<file path="src/rtl/cfgsec_pkg.sv">
// Package: shared op codes for the configuration guard.
// Assumes: op codes 6 and 7 are unused and are refused by the guard.
package cfgsec_pkg;

    typedef logic [2:0] op_t;

    localparam op_t OP_WIPE = 3'd0;
    localparam op_t OP_BURN = 3'd1;
    localparam op_t OP_READ = 3'd2;
    localparam op_t OP_SEAL = 3'd3;
    localparam op_t OP_IDRD = 3'd4;
    localparam op_t OP_IDWR = 3'd5;

endpackage

</file>
<file path="src/rtl/cfg_op_sequencer.sv">
// Module: cfg_op_sequencer
// Accepts one request while idle and latches it. It then counts the latency
// of that op and raises done for exactly one cycle at the end.
// Assumes: latencies are at least one cycle, and requests seen while busy are dropped.
module cfg_op_sequencer
    import cfgsec_pkg::*;
#(
    parameter int ADDR_W   = 3,
    parameter int DATA_W   = 8,
    parameter int WIPE_CYC = 4,
    parameter int BURN_CYC = 3
) (
    input  logic              clk,
    input  logic              rst_n,
    input  logic              req_valid,
    input  op_t               req_op,
    input  logic [ADDR_W-1:0] req_addr,
    input  logic [DATA_W-1:0] req_data,
    input  logic              req_seal,
    output logic              busy,
    output logic              done,
    output op_t               op_q,
    output logic [ADDR_W-1:0] addr_q,
    output logic [DATA_W-1:0] data_q,
    output logic              seal_q
);

    localparam int MAX_LAT = (WIPE_CYC > BURN_CYC) ? WIPE_CYC : BURN_CYC;
    localparam int CNT_W   = (MAX_LAT > 1) ? $clog2(MAX_LAT) : 1;

    logic [CNT_W-1:0] cnt;
    logic [CNT_W-1:0] lat_m1;

    // Remaining cycles after the accept edge, per op.
    always_comb begin
        case (req_op)
            OP_WIPE: lat_m1 = CNT_W'(WIPE_CYC - 1);
            OP_BURN: lat_m1 = CNT_W'(BURN_CYC - 1);
            default: lat_m1 = '0;
        endcase
    end

    // Accept while idle, count down while busy, and release on the last cycle.
    always_ff @(posedge clk) begin
        if (!rst_n) begin
            busy   <= 1'b0;
            cnt    <= '0;
            op_q   <= OP_WIPE;
            addr_q <= '0;
            data_q <= '0;
            seal_q <= 1'b0;
        end else if (busy) begin
            if (cnt == '0) begin
                busy <= 1'b0;
            end else begin
                cnt <= cnt - 1'b1;
            end
        end else if (req_valid) begin
            busy   <= 1'b1;
            cnt    <= lat_m1;
            op_q   <= req_op;
            addr_q <= req_addr;
            data_q <= req_data;
            seal_q <= req_seal;
        end
    end

    // Completion strobe for the latched op.
    assign done = busy && (cnt == '0);

    AST_HOLD_WHILE_BUSY: assert property (@(posedge clk) disable iff (!rst_n)
        (busy && !done) |=> ($stable(op_q) && $stable(addr_q) && $stable(data_q)));

endmodule

</file>
<file path="src/rtl/cfg_fuse_array.sv">
// Module: cfg_fuse_array
// Holds the configuration words. A wipe opens every connection (all bits 0).
// A program ORs new closed bits into one word.
// Assumes: the guard only asserts burn_en for an in-range word whose target bits are still open.
module cfg_fuse_array #(
    parameter int ROWS   = 6,
    parameter int DATA_W = 8,
    parameter int ADDR_W = 3
) (
    input  logic              clk,
    input  logic              rst_n,
    input  logic              wipe_en,
    input  logic              burn_en,
    input  logic [ADDR_W-1:0] addr,
    input  logic [DATA_W-1:0] burn_data,
    output logic [DATA_W-1:0] rd_word,
    output logic              any_closed
);

    logic [DATA_W-1:0] mem [ROWS];
    logic              in_rows;

    // Address range check for the single read/program port.
    assign in_rows = int'(addr) < ROWS;

    // Read port; out-of-range rows read as open.
    assign rd_word = in_rows ? mem[addr] : '0;

    // Wipe or program the store.
    always_ff @(posedge clk) begin
        if (!rst_n || wipe_en) begin
            for (int r = 0; r < ROWS; r++) mem[r] <= '0;
        end else if (burn_en && in_rows) begin
            mem[addr] <= mem[addr] | burn_data;
        end
    end

    // Summary of whether any connection anywhere is closed.
    always_comb begin
        any_closed = 1'b0;
        for (int r = 0; r < ROWS; r++) any_closed = any_closed | (|mem[r]);
    end

    AST_WIPE_ALL_OPEN: assert property (@(posedge clk) disable iff (!rst_n)
        wipe_en |=> !any_closed);
    AST_BURN_CLOSE_ONLY: assert property (@(posedge clk) disable iff (!rst_n)
        burn_en |-> ((burn_data & rd_word) == '0));
    AST_ONE_STORE_OP: assert property (@(posedge clk) disable iff (!rst_n)
        $onehot0({wipe_en, burn_en}));

endmodule

</file>
<file path="src/rtl/cfg_lock_keeper.sv">
// Module: cfg_lock_keeper
// Keeps the security lock, the wiped-since-reset flag and the signature.
// It decides whether the command completing now is granted, and forms its read value.
// Assumes: SIG_W is a multiple of DATA_W, and done is high for one cycle per command.
module cfg_lock_keeper
    import cfgsec_pkg::*;
#(
    parameter int ROWS   = 6,
    parameter int DATA_W = 8,
    parameter int SIG_W  = 24,
    parameter int ADDR_W = 3
) (
    input  logic              clk,
    input  logic              rst_n,
    input  logic              done,
    input  op_t               op,
    input  logic [ADDR_W-1:0] addr,
    input  logic [DATA_W-1:0] data,
    input  logic              seal,
    input  logic [DATA_W-1:0] cell_word,
    output logic              locked,
    output logic              grant,
    output logic              wipe_en,
    output logic              burn_en,
    output logic [DATA_W-1:0] rd_value
);

    localparam int SLICES = SIG_W / DATA_W;

    logic              prog_ok;
    logic [SIG_W-1:0]  sig;
    logic [DATA_W-1:0] sig_sl [SLICES];
    logic [DATA_W-1:0] sig_slice;
    logic              in_rows;
    logic              in_sig;

    // Slice view of the signature, one data word per slice.
    for (genvar g = 0; g < SLICES; g++) begin : g_slice
        assign sig_sl[g] = sig[g*DATA_W +: DATA_W];
    end

    assign in_rows   = int'(addr) < ROWS;
    assign in_sig    = int'(addr) < SLICES;
    assign sig_slice = in_sig ? sig_sl[addr] : '0;

    // Permission decision and read value for the op at hand.
    always_comb begin
        grant    = 1'b0;
        rd_value = '0;
        case (op)
            OP_WIPE: grant = 1'b1;
            OP_BURN: grant = !locked && prog_ok && in_rows && ((data & cell_word) == '0);
            OP_READ: begin
                grant    = !locked && in_rows;
                rd_value = grant ? cell_word : '0;
            end
            OP_SEAL: grant = 1'b1;
            OP_IDRD: begin
                grant    = in_sig;
                rd_value = grant ? sig_slice : '0;
            end
            OP_IDWR: grant = !locked && prog_ok && in_sig && ((data & sig_slice) == '0);
            default: grant = 1'b0;
        endcase
    end

    // Store-side strobes for the array.
    assign wipe_en = done && (op == OP_WIPE);
    assign burn_en = done && grant && (op == OP_BURN);

    // Lock, programming permission and signature update.
    always_ff @(posedge clk) begin
        if (!rst_n) begin
            locked  <= 1'b0;
            prog_ok <= 1'b0;
            sig     <= '0;
        end else if (wipe_en) begin
            locked  <= 1'b0;
            prog_ok <= 1'b1;
            sig     <= '0;
        end else if (done && grant) begin
            if (op == OP_SEAL || (op == OP_BURN && seal)) locked <= 1'b1;
            if (op == OP_IDWR) begin
                for (int k = 0; k < SLICES; k++) begin
                    if (int'(addr) == k) sig[k*DATA_W +: DATA_W] <= sig[k*DATA_W +: DATA_W] | data;
                end
            end
        end
    end

    AST_LOCK_FALLS_ON_WIPE: assert property (@(posedge clk) disable iff (!rst_n)
        $fell(locked) |-> $past(done && op == OP_WIPE));
    AST_SIG_FROZEN_LOCKED: assert property (@(posedge clk) disable iff (!rst_n)
        (locked && $past(locked)) |-> $stable(sig));

endmodule

</file>
<file path="src/rtl/cfg_guard_ctrl.sv">
// Module: cfg_guard_ctrl (top)
// Configuration security and signature controller. A sequencer accepts commands.
// A lock keeper grants or refuses each one when it completes. A register array
// holds the configuration words. Results are registered into a single ack cycle.
// Assumes: one requester, and SIG_W (24 or 64) is a multiple of DATA_W.
module cfg_guard_ctrl
    import cfgsec_pkg::*;
#(
    parameter int  ROWS     = 6,
    parameter int  DATA_W   = 8,
    parameter bit  SIG_WIDE = 1'b0,
    parameter int  WIPE_CYC = 4,
    parameter int  BURN_CYC = 3,
    localparam int SIG_W    = SIG_WIDE ? 64 : 24,
    localparam int SLICES   = SIG_W / DATA_W,
    localparam int SPAN     = (ROWS > SLICES) ? ROWS : SLICES,
    localparam int ADDR_W   = (SPAN > 1) ? $clog2(SPAN) : 1
) (
    input  logic              clk,
    input  logic              rst_n,
    input  logic              req_valid,
    input  logic [2:0]        req_op,
    input  logic [ADDR_W-1:0] req_addr,
    input  logic [DATA_W-1:0] req_data,
    input  logic              req_seal,
    output logic              busy,
    output logic              ack,
    output logic              err,
    output logic [DATA_W-1:0] rd_data,
    output logic              locked
);

    logic              done;
    op_t               op_q;
    logic [ADDR_W-1:0] addr_q;
    logic [DATA_W-1:0] data_q;
    logic              seal_q;
    logic              grant;
    logic              wipe_en;
    logic              burn_en;
    logic [DATA_W-1:0] cell_word;
    logic [DATA_W-1:0] rd_value;
    logic              any_closed;

    cfg_op_sequencer #(
        .ADDR_W(ADDR_W), .DATA_W(DATA_W), .WIPE_CYC(WIPE_CYC), .BURN_CYC(BURN_CYC)
    ) u_seq (
        .clk(clk), .rst_n(rst_n), .req_valid(req_valid), .req_op(req_op),
        .req_addr(req_addr), .req_data(req_data), .req_seal(req_seal),
        .busy(busy), .done(done), .op_q(op_q), .addr_q(addr_q),
        .data_q(data_q), .seal_q(seal_q)
    );

    cfg_lock_keeper #(
        .ROWS(ROWS), .DATA_W(DATA_W), .SIG_W(SIG_W), .ADDR_W(ADDR_W)
    ) u_keep (
        .clk(clk), .rst_n(rst_n), .done(done), .op(op_q), .addr(addr_q),
        .data(data_q), .seal(seal_q), .cell_word(cell_word), .locked(locked),
        .grant(grant), .wipe_en(wipe_en), .burn_en(burn_en), .rd_value(rd_value)
    );

    cfg_fuse_array #(
        .ROWS(ROWS), .DATA_W(DATA_W), .ADDR_W(ADDR_W)
    ) u_cells (
        .clk(clk), .rst_n(rst_n), .wipe_en(wipe_en), .burn_en(burn_en),
        .addr(addr_q), .burn_data(data_q), .rd_word(cell_word), .any_closed(any_closed)
    );

    // Register the completion result into one ack cycle.
    always_ff @(posedge clk) begin
        if (!rst_n) begin
            ack     <= 1'b0;
            err     <= 1'b0;
            rd_data <= '0;
        end else begin
            ack     <= done;
            err     <= done && !grant;
            rd_data <= done ? rd_value : '0;
        end
    end

    AST_ACK_SINGLE: assert property (@(posedge clk) disable iff (!rst_n)
        ack |=> !ack);
    AST_QUIET_WITHOUT_ACK: assert property (@(posedge clk) disable iff (!rst_n)
        !ack |-> (rd_data == '0));
    AST_ERR_ONLY_ACK: assert property (@(posedge clk) disable iff (!rst_n)
        err |-> ack);
    AST_REFUSED_READS_ZERO: assert property (@(posedge clk) disable iff (!rst_n)
        err |-> (rd_data == '0));
    AST_LOCKED_VERIFY_REFUSED: assert property (@(posedge clk) disable iff (!rst_n)
        (done && locked && op_q == OP_READ) |=> err);
    AST_SIG_READ_OPEN: assert property (@(posedge clk) disable iff (!rst_n)
        (done && op_q == OP_IDRD && int'(addr_q) < SLICES) |=> !err);

endmodule

</file>
<file path="config.mk">
export PLATFORM = sky130hd
export DESIGN_NAME = cfg_guard_ctrl
export DESIGN_NICKNAME = d
export VERILOG_FILES = /design/src/rtl/cfgsec_pkg.sv /design/src/rtl/cfg_op_sequencer.sv /design/src/rtl/cfg_fuse_array.sv /design/src/rtl/cfg_lock_keeper.sv /design/src/rtl/cfg_guard_ctrl.sv
export SDC_FILE = /design/constraint.sdc
export NUM_CORES = 1
export LEC_CHECK = 0
export ABC_AREA = 1
export BUFFER_PORTS_ARGS = -buffer_cell sky130_fd_sc_hd__buf_2
export CORE_UTILIZATION = 31
export DETAILED_ROUTE_END_ITERATION = 7
export MAX_ROUTING_LAYER = met4
export PLACE_DENSITY = 0.53
export SYNTH_ARGS = -nofsm -noshare
export SYNTH_HDL_FRONTEND = slang
export SYNTH_HIERARCHICAL = 1
export SYNTH_SLANG_ARGS = --single-unit
</file>
<file path="constraint.sdc">
create_clock -name clk -period 3.53 [get_ports clk]
set_clock_uncertainty 0.1 [all_clocks]
set_input_delay 0.353 -clock clk [delete_from_list [all_inputs] [get_ports clk]]
set_output_delay 0.353 -clock clk [all_outputs]
set_load 0.02 [all_outputs]
</file>
# Word level (Yosys, flattened, before mapping)
# Memories as Yosys holds them, arrays and structs flattened. A register that Yosys moved wholly into a read port is not among the register bits.
# Index checks and enable logic that the tools add are counted.
# classes
n_addsub	1
n_mul	0
div	0
order_cmp	3
eq_ne	9
shift	0
n_mux	26
bitwise_logic	9
reduce_logical	35
# ops
cell	n
8-bit 2-to-1 mux	7
8-bit bitwise OR	4
8-bit bitwise AND	2
8-bit binary-select mux with 2-bit select	1
8-bit logical NOT	2
8-bit case mux with 2 select lines	1
1-bit logical AND	13
3-bit by 2-bit == test with 1-bit output (second input constant)	3
3-bit == test (second input constant)	3
3-bit logical NOT	3
1-bit 2-to-1 mux	9
3-bit 2-to-1 mux	3
3-bit AND reduction	3
2-bit AND reduction	4
8-bit OR reduction	1
3-bit by 1-bit == test with 1-bit output (second input constant)	2
2-bit 2-to-1 mux	3
1-bit case mux with 5 select lines	1
4-bit by 3-bit greater-or-equal comparator with 1-bit output (second input constant)	1
3-bit NOT with 4-bit output	1
2-bit case mux with 2 select lines	1
2-bit OR reduction	2
1-bit logical NOT	3
3-bit by 2-bit < comparator with 1-bit output (second input constant)	1
7 further kinds	9
# word_totals
ff_bits	54
latch_bits	0
mem_bits_rw	48
mem_bits_ro	0
in_bits	18
elab_cells	98
n_memories	1
# mem_list
memory	words	word_bits	rd	rd_clocked_by_memory_dff	write_ports	line	source
u_cells.mem	6	8	1	1	6	cfg_fuse_array.sv:20	logic [DATA_W-1:0] mem [ROWS];

# Logic depth before layout (Yosys ltp)
# depth
word_depth	17
mapped_depth	24

# Hierarchy
# The synthesis kept the hierarchy.
# by_module_without_submodules
mod	instances	cells_each	area_each_um2	seq_area_each_um2
cfg_fuse_array	1	389	3373.2	1921.8
cfg_lock_keeper	1	236	1526.5	520.5
cfg_op_sequencer	1	96	716.9	360.3
cfg_guard_ctrl	1	29	274.0	200.2

# Least setup slack after synthesis
# OpenSTA, ideal clock, no wires.
# synth_path
path_kind	flip-flop to flip-flop
from	register u_seq.addr_q[1]
to	memory u_cells.mem[5][0], enable pin
setup_ns	0.387
arrival_ns	2.731
slack_ns	0.312
stages_incl_launch_ff	19
cell_sequence	dfxtp_1 buf_6 inv_2 buf_4 nand3_1 nand3_1 nand2_1 nor2_1 inv_1 o22ai_1 nor2_1 nand2_1 nor2_1 nor2_2 a21boi_1 inv_1 nor2_1 nand2_4 o31ai_1
# synth_rtl
item	line	source
from (decl)	cfg_op_sequencer.sv:23	output logic [ADDR_W-1:0] addr_q,
from (signal assigned)	cfg_op_sequencer.sv:62	addr_q <= req_addr;
to (decl)	cfg_fuse_array.sv:20	

==> out/summary.txt <==
status -> finished with violations
violated checks -> DRC
CP bufs+invs -> 3
Worst Setup SP -> u_seq/addr_q[0]
Initial DRC Count -> 456
Reg2Reg Launch Point -> u_seq/addr_q[0]
Tot GR Track Use -> 16.62%
die span in y -> 138.5 µm
Post-DRT Antenna Nets -> 0
synth warn -> 6
pwr dens -> 554.7 mW/mm²
fin cells -> 1028
drt pass-1 iters -> 7
Die X -> 138.5 µm
Cell Area, Synth -> 0.005774 mm²
HP Class -> in2reg
# DRC -> 8
WL per Instance -> 14.13 µm
Syn Inst Count -> 727
period utilization -> 90.86%
fmax -> 0.3118 GHz
Final Wtd Congestion -> 0.8514
DR vias -> 4626
initial antenna violation count -> 0
H-Tree Depth -> 4
critical path required time -> 3.53 ns
WP data arrival -> 3.21 ns
vias in the first global route -> 4423
clock slew seen by the registers of the worst setup and hold paths -> 0.06 ns
Final Critical Period -> 3.207 ns
clock tree sinks -> 118
post_cts resized -> 0
Via density -> 4.500
Startpoint Class -> flop
first-pass GRT wire length -> 23.47 mm
Final Max Tran Viols -> 0
final hold violations -> 0
peak supply drop -> 0.3251 mV
DP HPWL -> 10.28 mm
Slew headroom -> 63.73%
initial core utilization -> 31.93%
clk root buf -> clkbuf_16
Rows -> 49
antenna cells -> 0
Crit path max-delay family -> simple AND/OR/NAND/NOR gates
post-layout util -> 38.06%
IO Pins -> 30
RSZ-0062 raised after global routing -> no
hold path start -> req_data[3]
setup_tns -> 0 ns
clk buf depth -> 2
P_leak -> 3.049 nW
total CTS buffers -> 17
slowest CP cell -> dfxtp_2
Synth Area per Inst -> 7.943 µm²
fin nets -> 805
largest net degree at the start of global routing -> 34
worst-margin pin slew -> 0.5420 ns
CP Class -> reg2reg
Area Overhead vs Synth -> 19.20%
routed wire length -> 14.52 mm
CP dominant cell by count -> nor2_1
Placed Cells -> 996
share of post-route cells with drive strength above 1 -> 15.27%
setup violators final -> 0
grt total ovfl -> 0
Critical Path Max Stage Delay -> 0.43 ns
Post-CTS Hold Fix Bufs -> 0
Maximum Capacitance Violations -> 0
PortBufs -> 29
clk_lat worst skew -> 0.42 ns
worst-path maximum fanout -> 21
buffer count from post-CTS setup fixing -> 0
crit end category -> flop
DIE AREA -> 0.01918 mm²
Core Region -> 0.01809 mm²
worst path cell trace -> buf_12, nand2_1, nand3_1, nand3_1, nand2_1, nor2_1, inv_1, o22ai_1, nor2_1, nand2_1, nor2_1, nor2_2, a21boi_1, inv_1, nor2_1, nand2_4, nor3_4, nand2_1, nor2_1, nand2_2, nand2_2
CTS tree -> done
final cells by class:
cell class,instances,area [µm²]
clock buffer,19,442.9
timing repair buffer,45,277.8
inverter,131,504.2
tap,229,286.5
clock inverter,13,178.9
fill,1883,11200
sequential,118,3005
multi-input combinational,473,2187
stage by stage:
step / total power [mW] / cell area (µm²) / worst slack [ns] / hold WS (ns)
6_report: 3.818 / 6883 / 0.3226 / 0.05609
5_1_grt: 3.978 / 6883 / 0.02670 / 0.05781
4_1_cts: 3.851 / 6854 / 0.07603 / 0.03821
3_5_place_dp: 2.018 / 6232 / 0.1014 / 0.3599
3_3_place_gp: 2.019 / 6232 / 0.1689 / 0.3502
2_1_floorplan: 1.894 / 5831 / 0.3123 / 0.3405
power breakdown:
group          leakage, nW  switching, mW  internal, mW
Combinational         1.66          0.310         0.128
Clock                0.287          0.627          1.19
Sequential            1.11         0.0429          1.52
flip-flops by register name (all words and copies together), names as in the netlist:
signal / count
u_seq/cnt: 2
u_keep/prog_ok: 1
u_keep/locked: 1
u_cells/mem: 64
rd_data: 8
u_seq/addr_q: 3
err: 1
ack: 1
u_seq/busy: 1
u_seq/op_q: 3
u_keep/sig: 24
u_seq/seal_q: 1
u_seq/data_q: 8
placed cells by master (no fill, tap or decap), types with 4 or more instances in the layout:
| master | instances |
|---|---|
| buf_2 | 29 |
| buf_4 | 15 |
| bufinv_16 | 4 |
| clkbuf_16 | 17 |
| clkinvlp_4 | 5 |
| conb_1 | 16 |
| dfxtp_1 | 52 |
| edfxtp_1 | 64 |
| inv_1 | 123 |
| inv_2 | 4 |
| nand2_1 | 122 |
| nand2_2 | 14 |
| nand2_4 | 7 |
| nand3_1 | 82 |
| nand3_2 | 4 |
| nor2_1 | 174 |
| nor2_2 | 5 |
| nor3_1 | 6 |
| o21ai_0 | 14 |
| o21ai_1 | 5 |
| o22ai_1 | 8 |
path summary, 6_finish.rpt:
path / to / slack [ns] / cells past startpoint
hold reg to reg: u_keep/sig[8] / 0.37 / 2
setup reg to reg: u_cells/mem[0][7] / 0.32 / 21
hold / removal: u_seq/data_q[3] / 0.06 / 3
setup / recovery: u_cells/mem[0][7] / 0.32 / 21
routing by layer:
layer | wire, µm | up-vias | GRT usage, %
li1 | - | 2368 | -
met1 | 7272 | 2126 | 21.95
met2 | 6393 | 109 | 24.63
met3 | 575 | 23 | 3.568
met4 | 281 | 0 | 6.801
met5 | 0 | - | -
worst reg2reg max path, delay by kind of cell, from the launching register on:
family          cells  cell delay, ns
compound gates      2            0.28
buf+inv             3            0.33
flops               1            0.43
simple gates       16            1.76
Power figures use the tool's default switching activity.
